## config.mk

```make
export PLATFORM = sky130hd
export DESIGN_NAME = qarb_top
export DESIGN_NICKNAME = d
export VERILOG_FILES = /design/src/rtl/qarb_pkg.sv /design/src/rtl/qarb_timer.sv /design/src/rtl/qarb_pick.sv /design/src/rtl/qarb_dir.sv /design/src/rtl/qarb_top.sv
export SDC_FILE = /design/constraint.sdc
export NUM_CORES = 1
export LEC_CHECK = 0
export ABC_AREA = 1
export BUFFER_PORTS_ARGS = -buffer_cell sky130_fd_sc_hd__buf_4
export CAP_MARGIN = 10
export CORE_MARGIN = 5
export CORE_UTILIZATION = 62
export CTS_CLUSTER_SIZE = 12
export DETAILED_ROUTE_END_ITERATION = 12
export PLACE_DENSITY = 0.84
export SLEW_MARGIN = 20
export SYNTH_ARGS = -nofsm -noshare
export SYNTH_HDL_FRONTEND = slang
export SYNTH_HIERARCHICAL = 1
export SYNTH_SLANG_ARGS = --single-unit
```

## constraint.sdc

```tcl
create_clock -name clk -period 7.4 [get_ports clk]
set_clock_uncertainty 0.05 [all_clocks]
set_input_delay 0.74 -clock clk [delete_from_list [all_inputs] [get_ports clk]]
set_output_delay 0.74 -clock clk [all_outputs]
set_load 0.005 [all_outputs]
```

## src/rtl/qarb_pkg.sv

```systemverilog
package qarb_pkg;

  localparam int QOS_W = 4;

  // class thresholds (minimum QoS of each upper class)
  localparam logic [QOS_W-1:0] RD_VID_MIN  = 4'd4;
  localparam logic [QOS_W-1:0] RD_HIGH_MIN = 4'd12;
  localparam logic [QOS_W-1:0] WR_VID_MIN  = 4'd8;

  typedef enum logic [1:0] {
    RCLS_LOW  = 2'd0,
    RCLS_VID  = 2'd1,
    RCLS_HIGH = 2'd2
  } rd_class_e;

  typedef enum logic {
    DIR_RD = 1'b0,
    DIR_WR = 1'b1
  } dir_e;

  function automatic rd_class_e rd_class(input logic [QOS_W-1:0] q);
    if (q >= RD_HIGH_MIN)     return RCLS_HIGH;
    else if (q >= RD_VID_MIN) return RCLS_VID;
    else                      return RCLS_LOW;
  endfunction

  function automatic logic wr_is_video(input logic [QOS_W-1:0] q);
    return (q >= WR_VID_MIN);
  endfunction

endpackage

```

## src/rtl/qarb_timer.sv

```systemverilog
// Per port-direction escalation timers: video timeout and port aging.
module qarb_timer #(
  parameter int VTO_W = 11,
  parameter int AGE_W = 10
) (
  input  logic             clk,
  input  logic             rst_n,
  input  logic             elig,
  input  logic             video,
  input  logic             taken,
  input  logic [VTO_W-1:0] vto,
  input  logic             age_en,
  input  logic [AGE_W-1:0] age_init,
  output logic             expired,
  output logic             aged
);

  logic [VTO_W-1:0] vcnt_q, vcnt_d;
  logic             vcnt_en;
  logic [AGE_W-1:0] acnt_q, acnt_d;
  logic             acnt_en;

  always_comb begin
    vcnt_d = vcnt_q;
    if (taken || !(elig && video))
      vcnt_d = '0;
    else if (vcnt_q < vto)
      vcnt_d = vcnt_q + 1'b1;
    vcnt_en = (vcnt_d != vcnt_q);

    acnt_d = acnt_q;
    if (taken || !elig || !age_en)
      acnt_d = '0;
    else if (acnt_q < age_init)
      acnt_d = acnt_q + 1'b1;
    acnt_en = (acnt_d != acnt_q);
  end

  always_ff @(posedge clk or negedge rst_n) begin
    if (!rst_n)       vcnt_q <= '0;
    else if (vcnt_en) vcnt_q <= vcnt_d;
  end

  always_ff @(posedge clk or negedge rst_n) begin
    if (!rst_n)       acnt_q <= '0;
    else if (acnt_en) acnt_q <= acnt_d;
  end

  assign expired = elig & video & (vcnt_q >= vto);
  assign aged    = age_en & elig & (acnt_q >= age_init);

endmodule

```

## src/rtl/qarb_pick.sv

```systemverilog
// Winner selection inside one direction: priority key then rotating scan.
module qarb_pick #(
  parameter int NPORTS = 3,
  parameter int QOS_W  = 4
) (
  input  logic                    clk,
  input  logic                    rst_n,
  input  logic [NPORTS-1:0]       elig,
  input  logic [NPORTS-1:0]       urgent,
  input  logic [NPORTS-1:0]       hiclass,
  input  logic [NPORTS*QOS_W-1:0] qos,
  input  logic                    advance,
  output logic                    any,
  output logic [NPORTS-1:0]       win
);

  localparam int KEY_W = QOS_W + 2;
  localparam int IDX_W = (NPORTS > 1) ? $clog2(NPORTS) : 1;

  logic [KEY_W-1:0] key [NPORTS];
  logic [KEY_W-1:0] best;
  logic [IDX_W-1:0] rr_q, rr_d, win_idx;
  logic             found;

  for (genvar p = 0; p < NPORTS; p++) begin : g_key
    assign key[p] = {urgent[p], hiclass[p], qos[p*QOS_W +: QOS_W]};
  end

  always_comb begin
    best = '0;
    for (int p = 0; p < NPORTS; p++) begin
      if (elig[p] && (key[p] > best)) best = key[p];
    end

    found   = 1'b0;
    win_idx = '0;
    for (int off = 0; off < NPORTS; off++) begin
      int idx;
      idx = int'(rr_q) + off;
      if (idx >= NPORTS) idx = idx - NPORTS;
      if (!found && elig[idx] && (key[idx] == best)) begin
        found   = 1'b1;
        win_idx = IDX_W'(idx);
      end
    end

    win = '0;
    if (found) win[win_idx] = 1'b1;
    any = found;

    rr_d = rr_q;
    if (advance && found)
      rr_d = (win_idx == IDX_W'(NPORTS-1)) ? '0 : win_idx + 1'b1;
  end

  always_ff @(posedge clk or negedge rst_n) begin
    if (!rst_n)       rr_q <= '0;
    else if (advance) rr_q <= rr_d;
  end

endmodule

```

## src/rtl/qarb_dir.sv

```systemverilog
// Direction selection and per-direction credit counters.
module qarb_dir #(
  parameter int CREDIT_MAX = 4,
  localparam int CR_W = $clog2(CREDIT_MAX + 1)
) (
  input  logic            clk,
  input  logic            rst_n,
  input  logic            rd_any,
  input  logic            wr_any,
  input  logic            rd_urg_any,
  input  logic            wr_urg_any,
  input  logic            rd_hi_any,
  output logic            sel_wr,
  output logic            fire,
  output logic            cur_wr,
  output logic [CR_W-1:0] rd_credit,
  output logic [CR_W-1:0] wr_credit
);

  import qarb_pkg::*;

  localparam logic [CR_W-1:0] CR_FULL = CR_W'(CREDIT_MAX);

  dir_e            cur_q, cur_d, sel;
  logic            cur_en;
  logic [CR_W-1:0] rcr_q, rcr_d, wcr_q, wcr_d;
  logic            cr_en;
  logic            rd_cr, wr_cr;

  always_comb begin
    rd_cr = (rcr_q != '0);
    wr_cr = (wcr_q != '0);

    if (cur_q == DIR_RD) begin
      if (rd_urg_any && rd_cr)             sel = DIR_RD;
      else if (wr_urg_any && wr_cr)        sel = DIR_WR;
      else if (!rd_cr && wr_any && wr_cr)  sel = DIR_WR;
      else if (rd_any)                     sel = DIR_RD;
      else if (wr_any)                     sel = DIR_WR;
      else                                 sel = DIR_RD;
    end else begin
      if (wr_urg_any && wr_cr)             sel = DIR_WR;
      else if (rd_urg_any && rd_cr)        sel = DIR_RD;
      else if (rd_hi_any && rd_cr)         sel = DIR_RD;
      else if (!wr_cr && rd_any && rd_cr)  sel = DIR_RD;
      else if (wr_any)                     sel = DIR_WR;
      else if (rd_any)                     sel = DIR_RD;
      else                                 sel = DIR_WR;
    end

    fire   = (sel == DIR_RD) ? rd_any : wr_any;
    cur_d  = fire ? sel : cur_q;
    cur_en = fire;

    rcr_d = rcr_q;
    wcr_d = wcr_q;
    if (fire) begin
      if (sel == DIR_RD) begin
        rcr_d = (rcr_q == '0) ? '0 : rcr_q - 1'b1;
        wcr_d = (wcr_q == CR_FULL) ? CR_FULL : wcr_q + 1'b1;
      end else begin
        wcr_d = (wcr_q == '0) ? '0 : wcr_q - 1'b1;
        rcr_d = (rcr_q == CR_FULL) ? CR_FULL : rcr_q + 1'b1;
      end
    end
    cr_en = fire;
  end

  always_ff @(posedge clk or negedge rst_n) begin
    if (!rst_n)      cur_q <= DIR_RD;
    else if (cur_en) cur_q <= cur_d;
  end

  always_ff @(posedge clk or negedge rst_n) begin
    if (!rst_n) begin
      rcr_q <= CR_FULL;
      wcr_q <= CR_FULL;
    end else if (cr_en) begin
      rcr_q <= rcr_d;
      wcr_q <= wcr_d;
    end
  end

  assign sel_wr    = (sel == DIR_WR);
  assign cur_wr    = (cur_q == DIR_WR);
  assign rd_credit = rcr_q;
  assign wr_credit = wcr_q;

endmodule

```

## src/rtl/qarb_top.sv

```systemverilog
module qarb_top #(
  parameter int NPORTS     = 3,
  parameter int QOS_W      = 4,
  parameter int VTO_W      = 11,
  parameter int AGE_W      = 10,
  parameter int CREDIT_MAX = 4
) (
  input  logic                    clk,
  input  logic                    rst_n,
  input  logic [NPORTS-1:0]       rd_req,
  input  logic [NPORTS*QOS_W-1:0] rd_qos,
  input  logic [NPORTS-1:0]       wr_req,
  input  logic [NPORTS*QOS_W-1:0] wr_qos,
  input  logic [NPORTS*VTO_W-1:0] cfg_rd_vto,
  input  logic [NPORTS*VTO_W-1:0] cfg_wr_vto,
  input  logic [NPORTS-1:0]       cfg_rd_age_en,
  input  logic [NPORTS-1:0]       cfg_wr_age_en,
  input  logic [NPORTS*AGE_W-1:0] cfg_rd_age_init,
  input  logic [NPORTS*AGE_W-1:0] cfg_wr_age_init,
  output logic                    gnt_valid,
  output logic [NPORTS-1:0]       gnt_port,
  output logic                    gnt_write
);

  import qarb_pkg::*;

  localparam int CR_W = $clog2(CREDIT_MAX + 1);

  logic              gnt_valid_q, gnt_valid_d;
  logic              gnt_write_q, gnt_write_d;
  logic [NPORTS-1:0] gnt_port_q, gnt_port_d;

  logic [NPORTS-1:0] rd_elig, wr_elig, rd_high, rd_vid, wr_vid;
  logic [NPORTS-1:0] rd_exp, wr_exp, rd_aged, wr_aged, rd_urg, wr_urg;
  logic [NPORTS-1:0] rd_win, wr_win, rd_take, wr_take;
  logic              rd_any, wr_any, sel_wr, fire, cur_wr;
  logic [CR_W-1:0]   rd_credit, wr_credit;

  for (genvar p = 0; p < NPORTS; p++) begin : g_port
    // the port-direction whose grant is on the outputs sits out one cycle
    assign rd_elig[p] = rd_req[p] & ~(gnt_valid_q & gnt_port_q[p] & ~gnt_write_q);
    assign wr_elig[p] = wr_req[p] & ~(gnt_valid_q & gnt_port_q[p] &  gnt_write_q);

    assign rd_high[p] = (rd_class(rd_qos[p*QOS_W +: QOS_W]) == RCLS_HIGH);
    assign rd_vid[p]  = (rd_class(rd_qos[p*QOS_W +: QOS_W]) == RCLS_VID);
    assign wr_vid[p]  = wr_is_video(wr_qos[p*QOS_W +: QOS_W]);

    assign rd_take[p] = fire & ~sel_wr & rd_win[p];
    assign wr_take[p] = fire &  sel_wr & wr_win[p];

    qarb_timer #(.VTO_W(VTO_W), .AGE_W(AGE_W)) u_rd_tmr (
      .clk      (clk),
      .rst_n    (rst_n),
      .elig     (rd_elig[p]),
      .video    (rd_vid[p]),
      .taken    (rd_take[p]),
      .vto      (cfg_rd_vto[p*VTO_W +: VTO_W]),
      .age_en   (cfg_rd_age_en[p]),
      .age_init (cfg_rd_age_init[p*AGE_W +: AGE_W]),
      .expired  (rd_exp[p]),
      .aged     (rd_aged[p])
    );

    qarb_timer #(.VTO_W(VTO_W), .AGE_W(AGE_W)) u_wr_tmr (
      .clk      (clk),
      .rst_n    (rst_n),
      .elig     (wr_elig[p]),
      .video    (wr_vid[p]),
      .taken    (wr_take[p]),
      .vto      (cfg_wr_vto[p*VTO_W +: VTO_W]),
      .age_en   (cfg_wr_age_en[p]),
      .age_init (cfg_wr_age_init[p*AGE_W +: AGE_W]),
      .expired  (wr_exp[p]),
      .aged     (wr_aged[p])
    );

    assign rd_urg[p] = rd_exp[p] | rd_aged[p];
    assign wr_urg[p] = wr_exp[p] | wr_aged[p];
  end

  qarb_pick #(.NPORTS(NPORTS), .QOS_W(QOS_W)) u_rd_pick (
    .clk     (clk),
    .rst_n   (rst_n),
    .elig    (rd_elig),
    .urgent  (rd_urg),
    .hiclass (rd_high),
    .qos     (rd_qos),
    .advance (fire & ~sel_wr),
    .any     (rd_any),
    .win     (rd_win)
  );

  qarb_pick #(.NPORTS(NPORTS), .QOS_W(QOS_W)) u_wr_pick (
    .clk     (clk),
    .rst_n   (rst_n),
    .elig    (wr_elig),
    .urgent  (wr_urg),
    .hiclass ({NPORTS{1'b0}}),
    .qos     (wr_qos),
    .advance (fire & sel_wr),
    .any     (wr_any),
    .win     (wr_win)
  );

  qarb_dir #(.CREDIT_MAX(CREDIT_MAX)) u_dir (
    .clk        (clk),
    .rst_n      (rst_n),
    .rd_any     (rd_any),
    .wr_any     (wr_any),
    .rd_urg_any (|rd_urg),
    .wr_urg_any (|wr_urg),
    .rd_hi_any  (|(rd_elig & rd_high)),
    .sel_wr     (sel_wr),
    .fire       (fire),
    .cur_wr     (cur_wr),
    .rd_credit  (rd_credit),
    .wr_credit  (wr_credit)
  );

  always_comb begin
    gnt_valid_d = fire;
    gnt_write_d = fire & sel_wr;
    gnt_port_d  = '0;
    if (fire) gnt_port_d = sel_wr ? wr_win : rd_win;
  end

  always_ff @(posedge clk or negedge rst_n) begin
    if (!rst_n) begin
      gnt_valid_q <= 1'b0;
      gnt_write_q <= 1'b0;
      gnt_port_q  <= '0;
    end else begin
      gnt_valid_q <= gnt_valid_d;
      gnt_write_q <= gnt_write_d;
      gnt_port_q  <= gnt_port_d;
    end
  end

  assign gnt_valid = gnt_valid_q;
  assign gnt_port  = gnt_port_q;
  assign gnt_write = gnt_write_q;

endmodule

```

==> flow_summary.ini <==
[sta]
period_needed_ns = 6.83
grt_setup_unrepaired = no
fin_hold_ws_ns = 0.273
tns_ns = 0
setup_viol = 0
drv_slew = 0
tightest_slew_ns = 0.941
timing.slew.headroom_pct = 37.3
finalHoldViolations = 0
fin_crit_sh_pct = 92.3
fmax_mhz = 146

[yosys]
synth_edf_count = 0
synth_seq_cells = 142
netlist_area_sq_um = 16700
seq_area_frac_synth_pct = 21.3
synthArstFlopShare_pct = 100
ys_warn_count = 6
synth_cells = 2603
synth_ff_type = dfrtp_1
avgSynthCellArea_sq_um = 6.40
yosysUniqueCellTypes = 45

[clock_tree]
cts_setup_buffers = 0
clock-root-buffer = clkbuf_16
cts_resized = 0
cts_buffer_depth = 2
ctsHoldBuffers = 0
h-tree-depth = 4
cts_sinks = 142
cts_buffers = 17
cts_tree = yes
clk_pin_slew_worst_paths_ns = 0.08
clock_latency_ns = 0.44

[place]
portBuffers = 168
dpl.hpwl_mm = 35.3
placedInstanceArea_sq_um = 18300
finalWeightedCongestion = 1.06

[critical_path]
cp_top_family = simple AND/OR/NAND/NOR gates
regToRegStartpoint = g_port[0].u_wr_tmr/acnt_q[5]$_DFFE_PN0P_
path_depth = 53
crit_end = g_port[2].u_wr_tmr/acnt_q[8]$_DFFE_PN0P_
cp_data_required_time_ns = 7.69
arrival_ns = 7.12
crit_start = g_port[0].u_wr_tmr/acnt_q[5]$_DFFE_PN0P_
worstSetupPathType = flop to flop
crit_buf_inv = 9
cp_slowest_cell = dfrtp_1
rr_worst_depth = 53
crit_top_cell = nand2_1
slowest_delay_ns = 0.45
reg2reg_to = g_port[2].u_wr_tmr/acnt_q[8]$_DFFE_PN0P_
crit_path_start_kind = flop
crit_path_end_kind = flop
cp_max_fo = 12
r2r_setup_slack_ns = 0.57

[route]
wirelength_mm = 45.1
drc = 0
wire_per_inst_microns = 14.4
num_vias = 17300
ant_nets = 0
drtIter0Drc = 1443
vias_per_cell = 5.50
dr.pass1.iters = 6

[finish]
finish.utilization_pct = 70.8
area_growth_pct = 13.6
postLayoutCellArea_sq_um = 18900
multi_input_area_sq_um = 11200
layout-drive-gt1-share_pct = 15.2
register_area_sq_um = 3560
nFillCells = 2260
final_nets = 3130
n_antenna_cell = 0

[floorplan]
coreArea_sq_um = 26700
io_pins = 169
die_h_microns = 174
initial_core_util_pct = 62.4
fp-row-count = 60
dieArea_sq_um = 30300
die-width_microns = 174

[power_and_ir_drop]
vdd_drop_max_uv = 121
cellPowerDensity_nw_per_um2 = 149
p_leak_nw = 10.3

[global_routing]
grt_overflow_total = 0
grt_pass1_vias = 16400
grt_max_degree = 74
antenna_found_initial = 0
grt_pass1_wl_mm = 75.1
grt_usage_pct = 29.1

[status]
run_status = completed

[run]
drv_cap = 0

[hold_path]
hp-class = input port to async pin
-- state kept, by name, indices dropped and copies added (netlist names), 2 cells and up --
name                    cells
g_port.u_rd_tmr/acnt_q     30
g_port.u_rd_tmr/vcnt_q     33
g_port.u_wr_tmr/acnt_q     30
g_port.u_wr_tmr/vcnt_q     33
gnt_port                    3
u_dir/rd_credit             3
u_dir/wr_credit             3
u_rd_pick/rr_q              2
u_wr_pick/rr_q              2
-- cell type report --
cell class                 count  share of cell area, %
inverter                     436                   8.65
tap                          341                   2.25
clock inverter                15                  0.985
clock buffer                  17                   2.25
sequential                   142                   18.8
timing repair buffer         193                   7.74
multi-input combinational   1999                   59.3
-- per-stage QoR --
| stage | setup slack [ns] | cells | power (mW) |
|---|---|---|---|
| finish | 0.571 | 3143 | 2.81 |
| global route | 0.0151 | 3143 | 2.98 |
| CTS | 0.525 | 3143 | 2.81 |
| detailed placement | 0.160 | 3111 | 1.89 |
| global placement | 0.325 | 3111 | 1.87 |
| floorplan | 0.735 | 2612 | 1.60 |
-- routing by layer --
| metal | global-route usage [%] | wire (microns) | vias to the layer above |
|---|---|---|---|
| li1 | - | - | 8624 |
| met1 | 37.7 | 19300 | 7908 |
| met2 | 50.4 | 21600 | 648 |
| met3 | 3.87 | 2940 | 106 |
| met4 | 9.57 | 1270 | 0 |
| met5 | 0 | 0 | - |
-- worst min path at each step --
| stage | from | endpoint | cells past startpoint |
|---|---|---|---|
| final | rst_n | g_port[0].u_rd_tmr/acnt_q[3]$_DFFE_PN0P_ | 1 |
| after global routing | rst_n | g_port[0].u_rd_tmr/acnt_q[3]$_DFFE_PN0P_ | 1 |
| after CTS | rst_n | g_port[0].u_rd_tmr/acnt_q[3]$_DFFE_PN0P_ | 1 |
| after detailed placement | u_wr_pick/rr_q[0]$_DFFE_PN0P_ | u_wr_pick/rr_q[0]$_DFFE_PN0P_ | 2 |
| after global placement | u_wr_pick/rr_q[0]$_DFFE_PN0P_ | u_wr_pick/rr_q[0]$_DFFE_PN0P_ | 2 |
| after floorplan | rst_n | g_port[0].u_rd_tmr/acnt_q[0]$_DFFE_PN0P_ | 0 |
-- cell families after synthesis --
group,after synthesis,share of synthesized area [%]
flops,142,21.3
xor+xnor,56,2.94
compound gates,275,9.78
fa+ha+maj,177,13.3
other cells,1,0.0225
simple gates,1481,41.2
buf+inv,471,11.5
-- synth_stat cells (all sizes together), types with 8 or more instances --
cell type	instances	area, sq um
nor3	13	70.1
nand4	46	288
a21o	8	60.1
o21bai	13	97.6
inv	418	1570
xnor2	24	210
nand2	897	3610
nand3	220	1310
clkinv	18	67.6
a22oi	15	113
a21oi	182	990
buf	31	259
xor2	32	280
o21a	15	113
nand3b	31	236
nor2	269	1320
dfrtp	140	3500
ha	177	2210
o21ai	27	135
-- layout by cell type, fill, tap and decap left out, types with 13 or more instances in the layout --
| cell type | synthesis | final |
|---|---|---|
| nor2_1 | 205 | 205 |
| nand3_2 | 25 | 25 |
| o21bai_1 | 13 | 13 |
| nand2_1 | 831 | 831 |
| xor2_1 | 32 | 32 |
| nand3_1 | 188 | 188 |
| a21oi_1 | 173 | 173 |
| nand3b_1 | 30 | 30 |
| inv_1 | 406 | 406 |
| nand4_1 | 46 | 46 |
| o21ai_0 | 23 | 23 |
| buf_4 | 4 | 191 |
| nor2_2 | 35 | 35 |
| clkbuf_16 | 0 | 17 |
| ha_1 | 177 | 177 |
| xnor2_1 | 24 | 24 |
| inv_2 | 12 | 22 |
| nor2_4 | 29 | 29 |
| o21a_1 | 15 | 15 |
| nand2_2 | 53 | 53 |
| a22oi_1 | 15 | 15 |
| dfrtp_1 | 140 | 140 |
-- report_power, final --
group	switching, mW	internal (mW)
clock	0.422	0.489
sequential	0.0398	0.807
combinational	0.664	0.393
total	1.13	1.69
Power figures use the tool's default switching activity.
